[src/rtl/mbx_pkg.sv]
package mbx_pkg;

  localparam int MBX_AW = 4;

  typedef enum logic [2:0] {
    SEL_NONE,
    SEL_MSG,
    SEL_CNT,
    SEL_FULL,
    SEL_ISTAT,
    SEL_IEN
  } reg_sel_e;

  typedef struct packed {
    reg_sel_e   sel;
    logic [1:0] box;
  } reg_dec_t;

  // Address bits [3:2] pick the register group, [1:0] the mailbox.
  function automatic reg_dec_t mbx_decode(logic [MBX_AW-1:0] a, int nbox);
    reg_dec_t d;
    d.box = a[1:0];
    unique case (a[3:2])
      2'd0: d.sel = SEL_MSG;
      2'd1: d.sel = SEL_CNT;
      2'd2: d.sel = SEL_FULL;
      default: begin
        if (a[1:0] == 2'd0)      d.sel = SEL_ISTAT;
        else if (a[1:0] == 2'd1) d.sel = SEL_IEN;
        else                     d.sel = SEL_NONE;
      end
    endcase
    if ((d.sel == SEL_MSG || d.sel == SEL_CNT || d.sel == SEL_FULL) &&
        int'(d.box) >= nbox)
      d.sel = SEL_NONE;
    return d;
  endfunction

endpackage

[src/rtl/mbx_fifo.sv]
module mbx_fifo #(
  parameter int DEPTH  = 4,
  parameter int DATA_W = 32
) (
  input  logic                           clk,
  input  logic                           rst,
  input  logic                           push,
  input  logic                           pop,
  input  logic [DATA_W-1:0]              wdata,
  output logic [DATA_W-1:0]              head,
  output logic [$clog2(DEPTH+1)-1:0]     count,
  output logic [$clog2(DEPTH+1)-1:0]     count_nxt
);
  localparam int CW = $clog2(DEPTH+1);
  localparam int PW = (DEPTH > 1) ? $clog2(DEPTH) : 1;
  localparam logic [CW-1:0] FULL_CNT = CW'(DEPTH);
  localparam logic [PW-1:0] LAST_PTR = PW'(DEPTH-1);

  logic [DATA_W-1:0] slots [DEPTH];
  logic [PW-1:0]     rd_ptr, wr_ptr;
  logic              pop_do, push_do;

  // A pop frees a slot in the same cycle, so a full queue can still take a write.
  assign pop_do    = pop && (count != '0);
  assign push_do   = push && ((count != FULL_CNT) || pop_do);
  assign count_nxt = count + CW'(push_do) - CW'(pop_do);
  assign head      = slots[rd_ptr];

  always_ff @(posedge clk) begin
    if (rst) begin
      rd_ptr <= '0;
      wr_ptr <= '0;
      count  <= '0;
    end else begin
      count <= count_nxt;
      if (pop_do)  rd_ptr <= (rd_ptr == LAST_PTR) ? '0 : rd_ptr + 1'b1;
      if (push_do) wr_ptr <= (wr_ptr == LAST_PTR) ? '0 : wr_ptr + 1'b1;
    end
  end

  always_ff @(posedge clk) begin
    if (push_do) slots[wr_ptr] <= wdata;
  end

  a_r3_no_overflow: assert property (@(posedge clk) disable iff (rst)
    count <= FULL_CNT);
  a_r3_full_drop: assert property (@(posedge clk) disable iff (rst)
    (push && !pop && count == FULL_CNT) |=> (count == FULL_CNT));
  a_r4_empty_pop: assert property (@(posedge clk) disable iff (rst)
    (pop && !push && count == '0) |=> (count == '0));
  a_r5_push_pop_keep: assert property (@(posedge clk) disable iff (rst)
    (push && pop && count != '0) |=> (count == $past(count)));

endmodule

[src/rtl/mbx_grant.sv]
module mbx_grant #(
  parameter int NUM_USERS = 2
) (
  input  logic [NUM_USERS-1:0] req,
  output logic [NUM_USERS-1:0] gnt
);
  // Fixed priority: the lowest-numbered requester wins.
  always_comb begin
    logic taken;
    taken = 1'b0;
    gnt   = '0;
    for (int u = 0; u < NUM_USERS; u++) begin
      if (req[u] && !taken) begin
        gnt[u] = 1'b1;
        taken  = 1'b1;
      end
    end
  end

  always_comb begin
    a_r6_single_grant: assert ($onehot0(gnt) && ((gnt & ~req) == '0));
  end

endmodule

[src/rtl/mbx_irq_ctrl.sv]
module mbx_irq_ctrl #(
  parameter int SW = 4
) (
  input  logic          clk,
  input  logic          rst,
  input  logic [SW-1:0] ack,
  input  logic          en_we,
  input  logic [SW-1:0] en_wdata,
  input  logic [SW-1:0] cond,
  output logic [SW-1:0] stat,
  output logic [SW-1:0] en,
  output logic          irq
);
  always_ff @(posedge clk) begin
    if (rst) begin
      stat <= '0;
      en   <= '0;
    end else begin
      // Level re-arm: a still-true condition wins over the acknowledge.
      stat <= (stat & ~ack) | cond;
      if (en_we) en <= en_wdata;
    end
  end

  assign irq = |(stat & en);

  for (genvar k = 0; k < SW; k++) begin : g_bit
    a_r8_ack_clears: assert property (@(posedge clk) disable iff (rst)
      (ack[k] && !cond[k]) |=> !stat[k]);
    a_r8_ack_rearms: assert property (@(posedge clk) disable iff (rst)
      (ack[k] && cond[k]) |=> stat[k]);
    a_r8_zero_keeps: assert property (@(posedge clk) disable iff (rst)
      (stat[k] && !ack[k]) |=> stat[k]);
  end

endmodule

[src/rtl/ipc_mailbox.sv]
module ipc_mailbox
  import mbx_pkg::*;
#(
  parameter int NUM_USERS = 2,
  parameter int NUM_BOXES = 2,
  parameter int DEPTH     = 4,
  parameter int DATA_W    = 32
) (
  input  logic                          clk,
  input  logic                          rst,
  input  logic [NUM_USERS-1:0]          req_valid,
  output logic [NUM_USERS-1:0]          req_ready,
  input  logic [NUM_USERS-1:0]          req_write,
  input  logic [NUM_USERS*MBX_AW-1:0]   req_addr,
  input  logic [NUM_USERS*DATA_W-1:0]   req_wdata,
  output logic [NUM_USERS-1:0]          rsp_valid,
  output logic [NUM_USERS*DATA_W-1:0]   rsp_data,
  output logic [NUM_USERS-1:0]          irq
);
  localparam int AW = MBX_AW;
  localparam int SW = 2 * NUM_BOXES;
  localparam int CW = $clog2(DEPTH+1);
  localparam logic [CW-1:0] FULL_CNT = CW'(DEPTH);

  reg_dec_t            dec     [NUM_USERS];
  logic [DATA_W-1:0]   wdat    [NUM_USERS];
  logic [NUM_USERS-1:0] wr_req [NUM_BOXES];
  logic [NUM_USERS-1:0] rd_req [NUM_BOXES];
  logic [NUM_USERS-1:0] wr_gnt [NUM_BOXES];
  logic [NUM_USERS-1:0] rd_gnt [NUM_BOXES];
  logic [DATA_W-1:0]   head    [NUM_BOXES];
  logic [CW-1:0]       cnt_q   [NUM_BOXES];
  logic [CW-1:0]       cnt_nxt [NUM_BOXES];
  logic [SW-1:0]       cond;
  logic [SW-1:0]       stat_u  [NUM_USERS];
  logic [SW-1:0]       en_u    [NUM_USERS];

  // ---------------- request decode ----------------
  always_comb begin
    for (int u = 0; u < NUM_USERS; u++) begin
      dec[u]  = mbx_decode(req_addr[u*AW +: AW], NUM_BOXES);
      wdat[u] = req_wdata[u*DATA_W +: DATA_W];
    end
  end

  always_comb begin
    for (int m = 0; m < NUM_BOXES; m++) begin
      for (int u = 0; u < NUM_USERS; u++) begin
        wr_req[m][u] = req_valid[u] && req_write[u] &&
                       (dec[u].sel == SEL_MSG) && (dec[u].box == 2'(m));
        rd_req[m][u] = req_valid[u] && !req_write[u] &&
                       (dec[u].sel == SEL_MSG) && (dec[u].box == 2'(m));
      end
    end
  end

  // A user is held off only when it loses a message-register conflict.
  always_comb begin
    for (int u = 0; u < NUM_USERS; u++) begin
      logic blocked;
      blocked = 1'b0;
      for (int m = 0; m < NUM_BOXES; m++) begin
        blocked = blocked | (wr_req[m][u] & ~wr_gnt[m][u])
                          | (rd_req[m][u] & ~rd_gnt[m][u]);
      end
      req_ready[u] = ~blocked;
    end
  end

  // ---------------- per-mailbox queues ----------------
  for (genvar m = 0; m < NUM_BOXES; m++) begin : g_box
    logic [DATA_W-1:0] push_data;

    mbx_grant #(.NUM_USERS(NUM_USERS)) u_wr_arb (
      .req (wr_req[m]),
      .gnt (wr_gnt[m])
    );

    mbx_grant #(.NUM_USERS(NUM_USERS)) u_rd_arb (
      .req (rd_req[m]),
      .gnt (rd_gnt[m])
    );

    always_comb begin
      push_data = '0;
      for (int u = 0; u < NUM_USERS; u++) begin
        if (wr_gnt[m][u]) push_data = push_data | wdat[u];
      end
    end

    mbx_fifo #(.DEPTH(DEPTH), .DATA_W(DATA_W)) u_fifo (
      .clk       (clk),
      .rst       (rst),
      .push      (|wr_gnt[m]),
      .pop       (|rd_gnt[m]),
      .wdata     (push_data),
      .head      (head[m]),
      .count     (cnt_q[m]),
      .count_nxt (cnt_nxt[m])
    );

    // Conditions look at the post-edge level so status and count move together.
    assign cond[2*m]   = (cnt_nxt[m] != '0);
    assign cond[2*m+1] = (cnt_nxt[m] != FULL_CNT);
  end

  // ---------------- per-user status, interrupt and response ----------------
  for (genvar u = 0; u < NUM_USERS; u++) begin : g_user
    logic              acc;
    logic [SW-1:0]     ack;
    logic              en_we;
    logic [DATA_W-1:0] rmux;
    logic              rv_q;
    logic [DATA_W-1:0] rd_q;

    assign acc   = req_valid[u] && req_ready[u];
    assign ack   = (acc && req_write[u] && dec[u].sel == SEL_ISTAT) ?
                   wdat[u][SW-1:0] : '0;
    assign en_we = acc && req_write[u] && (dec[u].sel == SEL_IEN);

    mbx_irq_ctrl #(.SW(SW)) u_irq (
      .clk      (clk),
      .rst      (rst),
      .ack      (ack),
      .en_we    (en_we),
      .en_wdata (wdat[u][SW-1:0]),
      .cond     (cond),
      .stat     (stat_u[u]),
      .en       (en_u[u]),
      .irq      (irq[u])
    );

    always_comb begin
      rmux = '0;
      unique case (dec[u].sel)
        SEL_MSG: begin
          for (int m = 0; m < NUM_BOXES; m++)
            if (dec[u].box == 2'(m) && cnt_q[m] != '0) rmux = head[m];
        end
        SEL_CNT: begin
          for (int m = 0; m < NUM_BOXES; m++)
            if (dec[u].box == 2'(m)) rmux = DATA_W'(cnt_q[m]);
        end
        SEL_FULL: begin
          for (int m = 0; m < NUM_BOXES; m++)
            if (dec[u].box == 2'(m)) rmux = DATA_W'(cnt_q[m] == FULL_CNT);
        end
        SEL_ISTAT: rmux = DATA_W'(stat_u[u]);
        SEL_IEN:   rmux = DATA_W'(en_u[u]);
        default:   rmux = '0;
      endcase
    end

    always_ff @(posedge clk) begin
      if (rst) begin
        rv_q <= 1'b0;
        rd_q <= '0;
      end else begin
        rv_q <= acc && !req_write[u];
        if (acc && !req_write[u]) rd_q <= rmux;
      end
    end

    assign rsp_valid[u]                 = rv_q;
    assign rsp_data[u*DATA_W +: DATA_W] = rd_q;

    a_r2_rsp_follows_read: assert property (@(posedge clk) disable iff (rst)
      (req_valid[u] && req_ready[u] && !req_write[u]) |=> rsp_valid[u]);
    a_r9_masked_quiet: assert property (@(posedge clk) disable iff (rst)
      (en_u[u] == '0) |-> !irq[u]);

    for (genvar m = 0; m < NUM_BOXES; m++) begin : g_lvl
      a_r7_newmsg_level: assert property (@(posedge clk) disable iff (rst)
        (!$past(rst) && cnt_q[m] != '0) |-> stat_u[u][2*m]);
      a_r7_notfull_level: assert property (@(posedge clk) disable iff (rst)
        (!$past(rst) && cnt_q[m] != FULL_CNT) |-> stat_u[u][2*m+1]);
    end
  end

endmodule

[config.mk]
export PLATFORM = sky130hd
export DESIGN_NAME = ipc_mailbox
export DESIGN_NICKNAME = d
export VERILOG_FILES = /design/src/rtl/mbx_pkg.sv /design/src/rtl/mbx_fifo.sv /design/src/rtl/mbx_grant.sv /design/src/rtl/mbx_irq_ctrl.sv /design/src/rtl/ipc_mailbox.sv
export SDC_FILE = /design/constraint.sdc
export NUM_CORES = 1
export LEC_CHECK = 0
export BUFFER_PORTS_ARGS = -buffer_cell sky130_fd_sc_hd__buf_2
export CELL_PAD_IN_SITES_DETAIL_PLACEMENT = 0
export CELL_PAD_IN_SITES_GLOBAL_PLACEMENT = 1
export CORE_MARGIN = 5
export CORE_UTILIZATION = 53
export DETAILED_ROUTE_END_ITERATION = 12
export GPL_ROUTABILITY_DRIVEN = 0
export GPL_TIMING_DRIVEN = 0
export PLACE_DENSITY_LB_ADDON = 0.1
export RECOVER_POWER = 50
export SKIP_LAST_GASP = 1
export SYNTH_ARGS = -nofsm -noshare
export SYNTH_HDL_FRONTEND = slang
export SYNTH_HIERARCHICAL = 1
export SYNTH_SLANG_ARGS = --single-unit
[constraint.sdc]
create_clock -name clk -period 11.5 [get_ports clk]
set_input_delay 0.575 -clock clk [delete_from_list [all_inputs] [get_ports clk]]
set_output_delay 0.575 -clock clk [all_outputs]
set_load 0.01 [all_outputs]
Yosys cells after proc, flatten, opt, wreduce, memory -nomap -nowiden
Memory sizes are Yosys's and may differ from the RTL's. A register that Yosys moved wholly into a read port is not among the register bits.
Cells that the tools add are included.
{"block": "classes", "eq_ne": 32, "n_reduce_logical": 66, "muxes": 48, "n_addsub": 8, "n_bitwise": 34, "order_cmp": 2}
{"cell": "$mux 32", "n": 12}
{"cell": "$pmux 32 s5", "n": 2}
{"cell": "$or 32x32->32", "n": 2}
{"cell": "$logic_and 1x1->1", "n": 40}
{"cell": "$eq 3x2->1 const B", "n": 8}
{"cell": "$mux 3", "n": 8}
{"cell": "$eq 3x3->1 const B", "n": 6}
{"cell": "$pmux 3 s3", "n": 2}
{"cell": "$and 4x4->4", "n": 4}
{"cell": "$mux 2", "n": 8}
{"cell": "$mux 1", "n": 14}
{"cell": "$eq 2x2->1 const B", "n": 6}
{"cell": "$eq 3x1->1 const B", "n": 4}
{"cell": "$ne 3x3->1 const B", "n": 4}
{"cell": "$reduce_bool 3->1", "n": 4}
{"cell": "$not 1->1", "n": 10}
{"cell": "$add 2x1->2 const B", "n": 4}
{"cell": "$and 1x1->1", "n": 8}
{"cell": "$eq 2x1->1 const B", "n": 4}
{"cell": "$logic_not 2->1", "n": 4}
{"cell": "$mux 4", "n": 2}
{"cell": "$not 4->4", "n": 2}
{"cell": "$or 4x4->4", "n": 2}
{"cell": "$reduce_or 2->1", "n": 4}
{"cell": "7 further kinds", "n": 26}
{"block": "totals", "word_cells": 206, "ramBits": 256, "output_inout_bits": 70, "in_bits": 78, "ff_bits": 96, "mem_count": 2}
{"name": "g_box[0].u_fifo.slots", "words": 4, "width": 32, "read_ports": 1, "rd_clocked_by_memory_dff": 1, "wr": 1, "line": "mbx_fifo.sv:19", "text": "logic [DATA_W-1:0] slots [DEPTH];"}
{"name": "g_box[1].u_fifo.slots", "words": 4, "width": 32, "read_ports": 1, "rd_clocked_by_memory_dff": 1, "wr": 1, "line": "mbx_fifo.sv:19"}

Depth between registers and ports, before layout
Gate-level depths: netlist of the first run.
{"block": "depth", "depth_word": 29, "depth_mapped": 21, "ltp_nobuf": 21}

Hierarchy
Netlist of the first run, hierarchy kept.
{"module": "mbx_fifo", "instances": 2, "cells_each": 214, "seq_area_each_um2": 4023.9, "area_each_um2": 5079.9}
{"module": "ipc_mailbox", "instances": 1, "cells_each": 585, "seq_area_each_um2": 1321.3, "area_each_um2": 4601.9}
{"module": "mbx_irq_ctrl", "instances": 2, "cells_each": 33, "seq_area_each_um2": 160.2, "area_each_um2": 310.3}
{"module": "mbx_grant", "instances": 4, "cells_each": 2, "seq_area_each_um2": 0.0, "area_each_um2": 21.3}

Worst setup path after synthesis of the first run
No wires, ideal clock.
{"block": "synth_timing", "kind": "input to register", "start": "input port req_addr[2]", "end": "register g_user[0].u_irq.stat[2]", "setup_time_ns": 0.117, "setup_slack_ns": 6.905, "path_buffers": 0, "arrival_time_ns": 4.478, "required_ns": 11.383, "cell_stages": 20, "cell_sequence": "inv_1 > ha_1 > nor4_2 > inv_1 > nor3_1 > nor2b_4 > or2_2 > or4b_4 > and2_4 > inv_1 > ha_1 > inv_1 > ha_1 > inv_1 > fa_1 > xnor2_1 > xnor2_1 > or3_1 > inv_1 > a21oi_1"}
{"item": "start: declaration", "line": "ipc_mailbox.sv:14", "text": "input logic [NUM_USERS*MBX_AW-1:0] req_addr,"}
{"item": "end signal: assignment", "line": "mbx_irq_ctrl.sv:20", "text": "stat <= (stat & ~ack) | cond;"}
{"item": "end: declaration", "line": "mbx_irq_ctrl.sv:10", "text": "output logic [SW-1:0] stat,"}

==> metrics.txt, run 1 <==
final period utilization=0.484; placeable core area=28800 um2; critical setup path kind=primary input to flop; clock-pin slew on the worst setup and hold paths=about 0.060 ns; start point of the critical path=req_addr[2]; TritonCTS clock tree=yes; Max Cap Viol=0; Post-DP HPWL=27800 um; number of post-CTS setup repair buffers=0; cell internal power dissipation=approximately 2.1 mW; initial drt markers=858; leading cell types by total area after synthesis=edfxtp_1 (50%), dfxtp_1 (13%), mux4_2 (9.3%); total CTS buffers=37; highest clock frequency the design can meet=0.180 GHz; post-cts repair resize count=0; average size of a mapped cell=between 10 and 15 um2; class of the most critical hold timing path=primary input to flop; pin count of the biggest net entering global routing=33; share of post-route cells with drive strength above 1=0.202; register area share after synthesis=0.626; global route overflow=0; post-synthesis async set-or-reset flop share=0; leakage power of the design=6.27 nW; number of antenna violations at the first check in global routing=0; share of power burned in combinational logic=0.035; via count of the first global-routing pass=10300; Die Area=32700 um2; number of cells after detailed placement=roughly 1600; number of buffers inserted by port buffering=146; number of inserted filler cells in the final layout=2265; worst-case clock buffer depth=3; detailed-routing iteration count for the pre-antenna-repair pass=5; Min-Delay Startpoint=rst; cell at the root of the clock tree=clkbuf_16; hold buffer count at CTS=0; Pins Over Slew Limit=0; first-pass GRT wire length=63000 um; number of flops mapped to enable cells by yosys=between 200 and 300; clock sinks=356; # diodes=0; Final Routed Wirelength=42200 um; setup TNS after final layout=0 ns; switching fraction of total power=0.212; CP Max Fanout=7; residual antenna-violating net count after detailed routing=0; initial core utilization=0.537; sequential share of power=0.520; final setup vio count=0; net switching power=0.556 mW; via total after detailed routing=10400; Layout Skew=between 0.015 and 0.02 ns; Syn Nets=between 1000 and 1500; data required time of the worst path=11.91 ns; flip-flop and latch count after synthesis=about 360; remaining routing DRC violations=0; relative area change from synthesis to final layout=14.7%; Die Span Y=181 um; Hold Fails Final Rpt=0; fraction of power consumed by the clock network=0.445; final std cells w/o fill=1684; fraction of post-synthesis cell area in the top cell type by area=0.497; capturing element type of the critical path=flop; site row count=between 60 and 70; setup repair after global routing missed its margin=no; areal power density over the cells=148 nW/um2; minimum clock period=5.57 ns; slew at the pin with the worst max-slew slack=1.19 ns; Synth area leader=edfxtp_1; worst vdd rail ir drop=0.152 mV; Min-Delay Path Depth=2; Total Routing Usage GR=0.253; startpoint type of the worst setup path=primary input; Ports=roughly 150; average wire per cell in the routed design=around 25 um; Crit path arrival time=5.97 ns; Warnings, synthesis=6; Final #Nets=1374; floorplan die width=181 um; number of cells traversed by the worst register-to-register path=13; most used flip-flop cell after synthesis=edfxtp_1; post-synth cell types=59; Reg2Reg Launch Point=g_box[1].u_fifo/count[2]; slew margin rel.=0.201; status=finished clean; CTS H-Tree Depth=2; average vias per placed instance=6.15; netlist area before placement=15500 um2; clock latency at the later pin of the worst-skew pair=0.54 ns; number of standard cells after synthesis=roughly 1100
path summary, 6_finish.rpt:
kind,endpoint,slack [ns]
setup reg to reg,g_user[0].u_irq/stat[2],8.24
hold / removal,g_user[0].u_irq/stat[3],0.33
hold reg to reg,g_user[1].rd_q[15],0.45
setup / recovery,g_user[0].u_irq/stat[2],5.93
placed cells by master (no fill, tap or decap), types with 34 or more instances in the layout:
master     instances
a22o_1            94
nand2_1           69
nand3_1           34
clkbuf_16         38
buf_2            101
nor2_1            35
clkbuf_1         125
dfxtp_1          100
a21oi_1           72
edfxtp_1         256
mux4_2            64
power groups by stage:
stage	combinational [mW]	sequential [mW]	clock, mW
finish	0.0926	1.37	1.17
global route	0.0996	1.37	1.24
CTS	0.0927	1.37	1.19
detailed placement	0.0922	1.39	0
global placement	0.0913	1.39	0
floorplan	0.0448	1.39	0
sequential cells by signal, indices dropped and copies added, names as in the netlist, named ones only:
register / flops
g_box.u_fifo/slots: 256
g_user.rd_q: 64
g_user.u_irq/en: 8
g_user.u_irq/stat: 8
g_box.u_fifo/count: 6
g_box.u_fifo/rd_ptr: 4
g_box.u_fifo/wr_ptr: 4
g_user.rv_q: 2
routing by layer:
metal | track usage | up-vias | part of all wire
met3 | 0.0537 | 76 | 0.086
met4 | 0.0762 | 0 | 0.028
li1 | - | 4610 | -
met1 | 0.341 | 5199 | 0.40
met2 | 0.417 | 477 | 0.48
met5 | 0 | - | 0
kinds of logic (layout without fill, tap and decap cells):
kind of cell               Yosys count  count (layout)  synth area share
AOI/OAI and AO/OA                  232             232             0.114
xor gates and xnor gates             4               4           0.00226
adders and majority gates           24              24            0.0204
buffers and inverters              124             337            0.0370
DFF                                356             356             0.626
muxes                               91              91             0.111
and+or+nand+nor                    256             256            0.0887
synth_stat cells (5+ instances only):
library cell	instances
a21oi_1	72
a22o_1	94
a22oi_1	6
a32oi_1	32
and2_1	11
and3_2	8
buf_1	6
buf_2	26
buf_4	10
buf_6	5
clkbuf_1	44
dfxtp_1	100
edfxtp_1	256
ha_1	22
inv_1	33
mux2_2	7
mux2i_1	20
mux4_2	64
nand2_1	69
nand2b_1	15
nand3_1	34
nor2_1	35
nor2b_1	8
nor3_1	16
or3_1	33
layout make-up:
type,instances,area (um2),area share
clock buffers,50,1040,0.0584
clock inverters,17,155,0.00874
multi-input cells,607,5190,0.292
flip-flops and latches,356,9690,0.546
repair buffers,146,642,0.0362
plain buffers,91,434,0.0245
inverters,33,124,0.00698
well taps,384,480,0.0271
metrics by stage:
stage	utilization	cell area, um2	power (mW)	hold WS [ns]	setup WS, ns
floorplan	-	15500	1.44	0.460	6.90
global placement	0.580	16700	1.48	0.441	6.12
detailed placement	0.580	16700	1.49	0.446	6.09
CTS	0.621	17900	2.65	0.310	6.62
global route	0.617	17700	2.70	0.319	5.71
finish	0.617	17700	2.63	0.328	5.93
critical path, cell delays in order:
cell and delay (ns):
clkbuf_1 0.14, inv_1 0.08, ha_1 0.36, nor4_1 1.01, inv_1 0.30, nor3_1 0.46
nor2b_4 0.07, or2_2 0.31, or4b_1 0.61, and2_0 0.29, inv_1 0.09, ha_1 0.22
inv_1 0.05, ha_1 0.13, inv_1 0.05, fa_1 0.40, xnor2_1 0.15, xnor2_1 0.16
or3_1 0.37, inv_1 0.09, a21oi_1 0.06
(Power assumes the default switching activity.)
==> inputs of run 2 (changes only) <==
Settings changed: CORE_UTILIZATION 53 to 49.
Clock period 11.5 ns to 5.8 ns, I/O delays scaled along.
==> run 2 against run 1 <==
Against the previous run:
- core utilization is 4.6 points lower
- global-route usage fell by 1.3 points
- clock power increased by 120%
- non-clock buffer count did not move
- cell count grew 1.3%
==> metrics.txt, run 2 (same netlist as run 1, synthesis figures left out) <==
highest clock frequency the design can meet=between 0.2 and 0.25 GHz; detailed-routing iteration count for the pre-antenna-repair pass=5 (unchanged); Reg2Reg Launch Point=g_box[1].u_fifo/count[2] (unchanged); hold buffer count at CTS=0 (unchanged); first-pass GRT wire length=64200 um (was 63000 um); initial core utilization=0.493 (was 0.537); critical setup path kind=primary input to flop (unchanged); post-layout utilization of the core=0.570 (was 0.617); # diodes=0 (unchanged); Reg2Reg Setup Slack=2.52 ns (was 8.24 ns); site row count=65 (was 62); remaining routing DRC violations=0 (unchanged); number of inserted filler cells in the final layout=2625 (was 2265); Layout Skew=0.0244 ns (was 0.0190 ns); Max Cap Viol=0 (unchanged); Final Routed Wirelength=42800 um (was 42200 um); average wire per cell in the routed design=25.1 um (about the same); number of antenna violations at the first check in global routing=0 (unchanged); slew at the pin with the worst max-slew slack=1.19 ns (about the same); via count of the first global-routing pass=10400 (was 10300); Die Span Y=188 um (was 181 um); leakage power of the design=6.35 nW (was 6.27 nW); Most flops, register=g_box.u_fifo/slots (unchanged); number of buffers inserted by port buffering=146 (unchanged); residual antenna-violating net count after detailed routing=0 (unchanged); setup repair after global routing missed its margin=no (unchanged); share of post-route cells with drive strength above 1=0.211 (was 0.202); final period utilization=0.842; end of the worst hold path=g_user[1].u_irq/stat[2] (was g_user[0].u_irq/stat[3]); registers with the most flip-flops=g_box.u_fifo/slots: 256 flops, g_user.rd_q: 64 flops (unchanged); clock latency at the later pin of the worst-skew pair=0.53 ns (was 0.54 ns); floorplan die width=188 um (was 181 um); Pins Over Slew Limit=0 (unchanged); slew margin rel.=0.208 (was 0.201); leading cell type in the layout, fill and taps excluded=edfxtp_1 (unchanged); worst-case clock buffer depth=3 (unchanged); worst vdd rail ir drop=0.248 mV (was 0.152 mV); total CTS buffers=39 (was 37); minimum clock period=4.88 ns; data required time of the worst path=6.20 ns (was 11.91 ns); Die Area=35200 um2 (was 32700 um2); Crit path arrival time=5.28 ns (was 5.97 ns); top layer used by detailed routing=met4 (unchanged); cell at the root of the clock tree=clkbuf_16 (unchanged); initial drt markers=929 (was 858); setup TNS after final layout=0 ns (unchanged); relative area change from synthesis to final layout=15.8% (was 14.7%); number of post-CTS setup repair buffers=0 (unchanged); met2 wirelength from detailed routing=21000 um (was 20300 um); clock sinks=356 (unchanged); TritonCTS clock tree=yes (unchanged); number of cells traversed by the worst register-to-register path=13 (unchanged); via total after detailed routing=10200 (was 10400); CP Max Fanout=7 (unchanged); Min-Delay Path Depth=2 (unchanged); Hold Fails Final Rpt=0 (unchanged); max reg flops=256 (unchanged); average vias per placed instance=6.00 (was 6.15); startpoint type of the worst setup path=primary input (unchanged); status=finished clean (unchanged); placeable core area=31400 um2 (was 28800 um2); final setup vio count=0 (unchanged); Total Routing Usage GR=0.239 (was 0.253); capturing element type of the critical path=flop (unchanged); M1 WL=17700 um (was 17100 um); post-cts repair resize count=0 (unchanged); class of the most critical hold timing path=primary input to flop (unchanged); pin count of the biggest net entering global routing=33 (unchanged); reg-to-reg endpoint=g_user[1].u_irq/stat[2] (was g_user[0].u_irq/stat[2]); met3 wire length=3000 um (was 3610 um); clock-pin slew on the worst setup and hold paths=0.05 ns (was 0.06 ns); global route overflow=0 (unchanged); most frequent cells in the layout=edfxtp_1 (256), clkbuf_1 (120), buf_2 (101) (was edfxtp_1 (256), clkbuf_1 (125), buf_2 (101)); Post-DP HPWL=28300 um (was 27800 um); Final #Nets=1376 (was 1374); Ports=148 (unchanged); CTS H-Tree Depth=2 (unchanged); areal power density over the cells=303 nW/um2 (was 148 nW/um2); Min-Delay Startpoint=rst (unchanged)
==> run 2: cell count changes in the layout (fill, tap and decap cells not counted), sizes merged <==
cell,change
clkinv,+7
inv,-1
clkbuf,-8
buf,+1
clkinvlp,+1
bufinv,+4
==> run 2: through the flow <==
stage | setup WS (ns) | instance area (um2) | power [mW] | hold WS (ns) | instances
2_1_floorplan | 1.49 | 15500 | 2.85 | 0.437 | 1087
3_3_place_gp | 0.625 | 16700 | 2.94 | 0.442 | 1635
3_5_place_dp | 0.615 | 16700 | 2.94 | 0.447 | 1635
4_1_cts | 1.13 | 18000 | 5.48 | 0.0434 | 1706
5_1_grt | 0.603 | 17900 | 5.59 | 0.0657 | 1706
6_report | 0.916 | 17900 | 5.43 | 0.0550 | 1706
==> run 2: layer usage <==
layer,track usage,vias to the layer above
li1,-,4623
met1,0.328,5149
met2,0.404,394
met3,0.0363,66
met4,0.0644,0
met5,0,-
==> run 2: area by class of cell <==
type | instances | area, um2 | share of cell area
Sequential cell | 356 | 9690 | 0.541
Multi-Input combinational cell | 607 | 5180 | 0.290
Inverter | 33 | 124 | 0.00692
Buffer | 91 | 434 | 0.0242
Timing Repair Buffer | 146 | 642 | 0.0358
Clock buffer | 43 | 1010 | 0.0565
Clock inverter | 28 | 317 | 0.0177
Tap cell | 402 | 503 | 0.0281
==> run 2: how the worst max path moves through the flow <==
stage                      from                       to  slack (ns)
finish              req_addr[2]  g_user[1].u_irq/stat[2]        0.92
floorplan           req_addr[2]  g_user[0].u_irq/stat[2]        1.49
detailed placement  req_addr[2]  g_user[1].u_irq/stat[2]        0.62
CTS                 req_addr[2]  g_user[1].u_irq/stat[2]        1.13
global route        req_addr[2]  g_user[1].u_irq/stat[2]        0.60
global placement    req_addr[2]  g_user[1].u_irq/stat[2]        0.63
==> run 2: where the power goes <==
part | total [mW] | switching, mW | internal (mW)
registers | 2.71 | 0.00614 | 2.70
clock network | 2.54 | 1.00 | 1.53
logic | 0.180 | 0.122 | 0.0574
total | 5.43 | 1.13 | 4.30
==> run 2: critical path, stage by stage <==
cell and delay [ns]:
clkbuf_1 0.13, inv_1 0.08, ha_1 0.37, nor4_2 0.71
inv_1 0.23, nor3_1 0.43, nor2b_4 0.07, or2_2 0.33
or4b_1 0.59, and2_0 0.27, inv_1 0.09, ha_1 0.22
inv_1 0.05, ha_1 0.12, inv_1 0.05, fa_1 0.40
xnor2_1 0.14, xnor2_1 0.17, or3_1 0.39, inv_1 0.08
a21oi_1 0.05
==> inputs of run 3 (changes only) <==
Clock period 5.8 ns to 5.1 ns, I/O delays scaled along.
==> run 3 against run 2 <==
Against the previous run:
- sequential share of layout area is essentially flat
- wire length grew 0.19%
- setup slack lost 0.50 ns
- via count is essentially flat
- highest routed layer unchanged
==> metrics.txt, run 3 (same netlist as run 1, synthesis figures left out) <==
worst vdd rail ir drop=0.282 mV (was 0.248 mV); Die Span Y=188 um (unchanged); fraction of power consumed by the clock network=0.468 (about the same); placeable core area=31400 um2 (unchanged); number of buffers inserted by port buffering=146 (unchanged); number of inserted filler cells in the final layout=2624 (was 2625); status=finished clean (unchanged); endpoint of the most critical setup path=g_user[1].u_irq/stat[2] (unchanged); reg-to-reg endpoint=g_user[1].u_irq/stat[2] (unchanged); initial core utilization=0.493 (unchanged); post-cts repair resize count=0 (unchanged); pin count of the biggest net entering global routing=33 (unchanged); Final #Nets=1376 (unchanged); cell internal power dissipation=4.89 mW (was 4.30 mW); first-pass GRT wire length=64200 um (unchanged); crit path cell chain=clkbuf_1 > inv_1 > ha_1 > nor4_2 > inv_1 > nor3_1 > nor2b_4 > or2_2 > or4b_4 > and2_4 > inv_1 > ha_1 > inv_1 > ha_1 > inv_1 > fa_1 > xnor2_1 > xnor2_1 > or3_1 > inv_1 > a21oi_1 (was clkbuf_1 > inv_1 > ha_1 > nor4_2 > inv_1 > nor3_1 > nor2b_4 > or2_2 > or4b_1 > and2_0 > inv_1 > ha_1 > inv_1 > ha_1 > inv_1 > fa_1 > xnor2_1 > xnor2_1 > or3_1 > inv_1 > a21oi_1); Most flops, register=g_box.u_fifo/slots (unchanged); clock-pin slew on the worst setup and hold paths=0.05 ns (about the same); minimum clock period=4.69 ns; most frequent cells in the layout=edfxtp_1 (256), clkbuf_1 (120), buf_2 (101) (unchanged); Total Routing Usage GR=0.239 (unchanged); floorplan die width=188 um (unchanged); Hold Fails Final Rpt=0 (unchanged); highest clock frequency the design can meet=0.213 GHz; post-layout utilization of the core=0.571 (was 0.570); slowest stage cell, crit path=nor4_2 (unchanged); Post-DP HPWL=28300 um (unchanged); areal power density over the cells=345 nW/um2 (was 303 nW/um2); worst-case clock buffer depth=3 (unchanged); setup TNS after final layout=0 ns (unchanged); # diodes=0 (unchanged); CP Max Fanout=7 (unchanged); Pins Over Slew Limit=0 (unchanged); number of cells traversed by the worst register-to-register path=13 (unchanged); Reg2Reg Setup Slack=1.96 ns (was 2.52 ns); Crit path arrival time=5.08 ns (was 5.28 ns); CP dominant cell by count=inv_1 (unchanged); remaining routing DRC violations=0 (unchanged); number of antenna violations at the first check in global routing=0 (unchanged); average vias per placed instance=6.00 (about the same); clock sinks=356 (unchanged); final setup vio count=0 (unchanged); delay contributed by the slowest stage of the critical path=0.70 ns (was 0.71 ns); Reg2Reg Launch Point=g_box[1].u_fifo/count[2] (unchanged); detailed-routing iteration count for the pre-antenna-repair pass=6 (was 5); Final Routed Wirelength=42800 um (about the same); via count of the first global-routing pass=10400 (unchanged); registers with the most flip-flops=g_box.u_fifo/slots: 256 flops, g_user.rd_q: 64 flops (unchanged); share of post-route cells with drive strength above 1=0.213 (was 0.211); leakage power of the design=6.36 nW (was 6.35 nW); final period utilization=0.919; sequential share of power=0.499 (about the same); net switching power=1.29 mW (was 1.13 mW); total CTS buffers=39 (unchanged); data required time of the worst path=5.49 ns (was 6.20 ns); worst slack after detailed placement=-0.0498 ns (was 0.615 ns); Ports=148 (unchanged); max reg flops=256 (unchanged); start point of the critical path=req_addr[2] (unchanged); switching fraction of total power=0.209 (was 0.208); number of post-CTS setup repair buffers=0 (unchanged); leading cell type in the layout, fill and taps excluded=edfxtp_1 (unchanged); global route overflow=0 (unchanged); CTS H-Tree Depth=2 (unchanged); slew at the pin with the worst max-slew slack=1.19 ns (about the same); via total after detailed routing=10200 (about the same); clock latency at the later pin of the worst-skew pair=0.53 ns (about the same); Max Cap Viol=0 (unchanged); class of the most critical hold timing path=primary input to flop (unchanged); residual antenna-violating net count after detailed routing=0 (unchanged); Layout Skew=0.0262 ns (was 0.0244 ns); Die Area=35200 um2 (unchanged); capturing element type of the critical path=flop (unchanged); hold buffer count at CTS=0 (unchanged); Hold Slack=0.0217 ns (was 0.0550 ns); share of power burned in combinational logic=0.033 (about the same); startpoint type of the worst setup path=primary input (unchanged); initial drt markers=912 (was 929); Worst Setup Slack, final=0.414 ns (was 0.916 ns); site row count=65 (unchanged); relative area change from synthesis to final layout=15.8% (about the same); average wire per cell in the routed design=25.1 um (about the same); setup repair after global routing missed its margin=no (unchanged); TritonCTS clock tree=yes (unchanged); slew margin rel.=0.206 (was 0.208); cell at the root of the clock tree=clkbuf_16 (unchanged); critical setup path kind=primary input to flop (unchanged)
-- run 3: cell counts in the layout (fill, tap and decap cells not counted) --
Identical to the previous run, type by type.
-- run 3: critical path, delay by kind of cell --
| kind | cells | cell delay [ns] |
|---|---|---|
| buffers and inverters | 7 | 0.68 |
| adder cells (fa/ha/maj) | 4 | 1.11 |
| AND/OR/NAND/NOR | 7 | 2.66 |
| AO/OA/AOI/OAI | 1 | 0.05 |
| XOR/XNOR | 2 | 0.32 |
-- run 3: worst min-delay path by stage --
stage                                          to               start  slack [ns]  depth (start not counted)
after floorplan             g_user[0].u_irq/en[0]        req_wdata[0]        0.40                          2
after global placement          g_user[0].rd_q[6]   g_user[0].rd_q[6]        0.44                          2
after detailed placement       g_user[0].rd_q[30]  g_user[0].rd_q[30]        0.45                          2
after CTS                 g_user[1].u_irq/stat[3]                 rst       0.008                          2
after global routing      g_user[0].u_irq/stat[3]                 rst        0.03                          2
final                     g_user[1].u_irq/stat[2]                 rst        0.02                          2
-- run 3: stage by stage --
step                      instances  cell area [um2]  power, mW
after CTS                      1706            18000       6.23
after floorplan                1087            15500       3.24
after global routing           1706            17900       6.36
final                          1706            17900       6.17
after global placement         1635            16700       3.35
after detailed placement       1635            16700       3.35
-- run 3: per-layer routing --
layer,part of all wire,global-route usage,vias up
li1,-,-,4620
met1,0.42,0.328,5171
met2,0.49,0.404,368
met3,0.062,0.0363,71
met4,0.024,0.0644,0
met5,0,0,-
-- run 3: cell type report --
class | instances | area (um2) | share of cell area
flip-flops and latches | 356 | 9690 | 0.541
multi-input cells | 607 | 5190 | 0.290
clock buffers | 43 | 1010 | 0.0565
repair buffers | 146 | 642 | 0.0358
well taps | 402 | 503 | 0.0281
plain buffers | 91 | 434 | 0.0242
clock inverters | 28 | 317 | 0.0177
inverters | 33 | 124 | 0.00691
-- run 3: power by group through the flow --
stage,Sequential (mW),Clock (mW),Combinational [mW]
3_3_place_gp,3.14,0,0.203
3_5_place_dp,3.14,0,0.204
2_1_floorplan,3.14,0,0.101
6_report,3.08,2.89,0.205
5_1_grt,3.08,3.06,0.222
4_1_cts,3.08,2.94,0.206
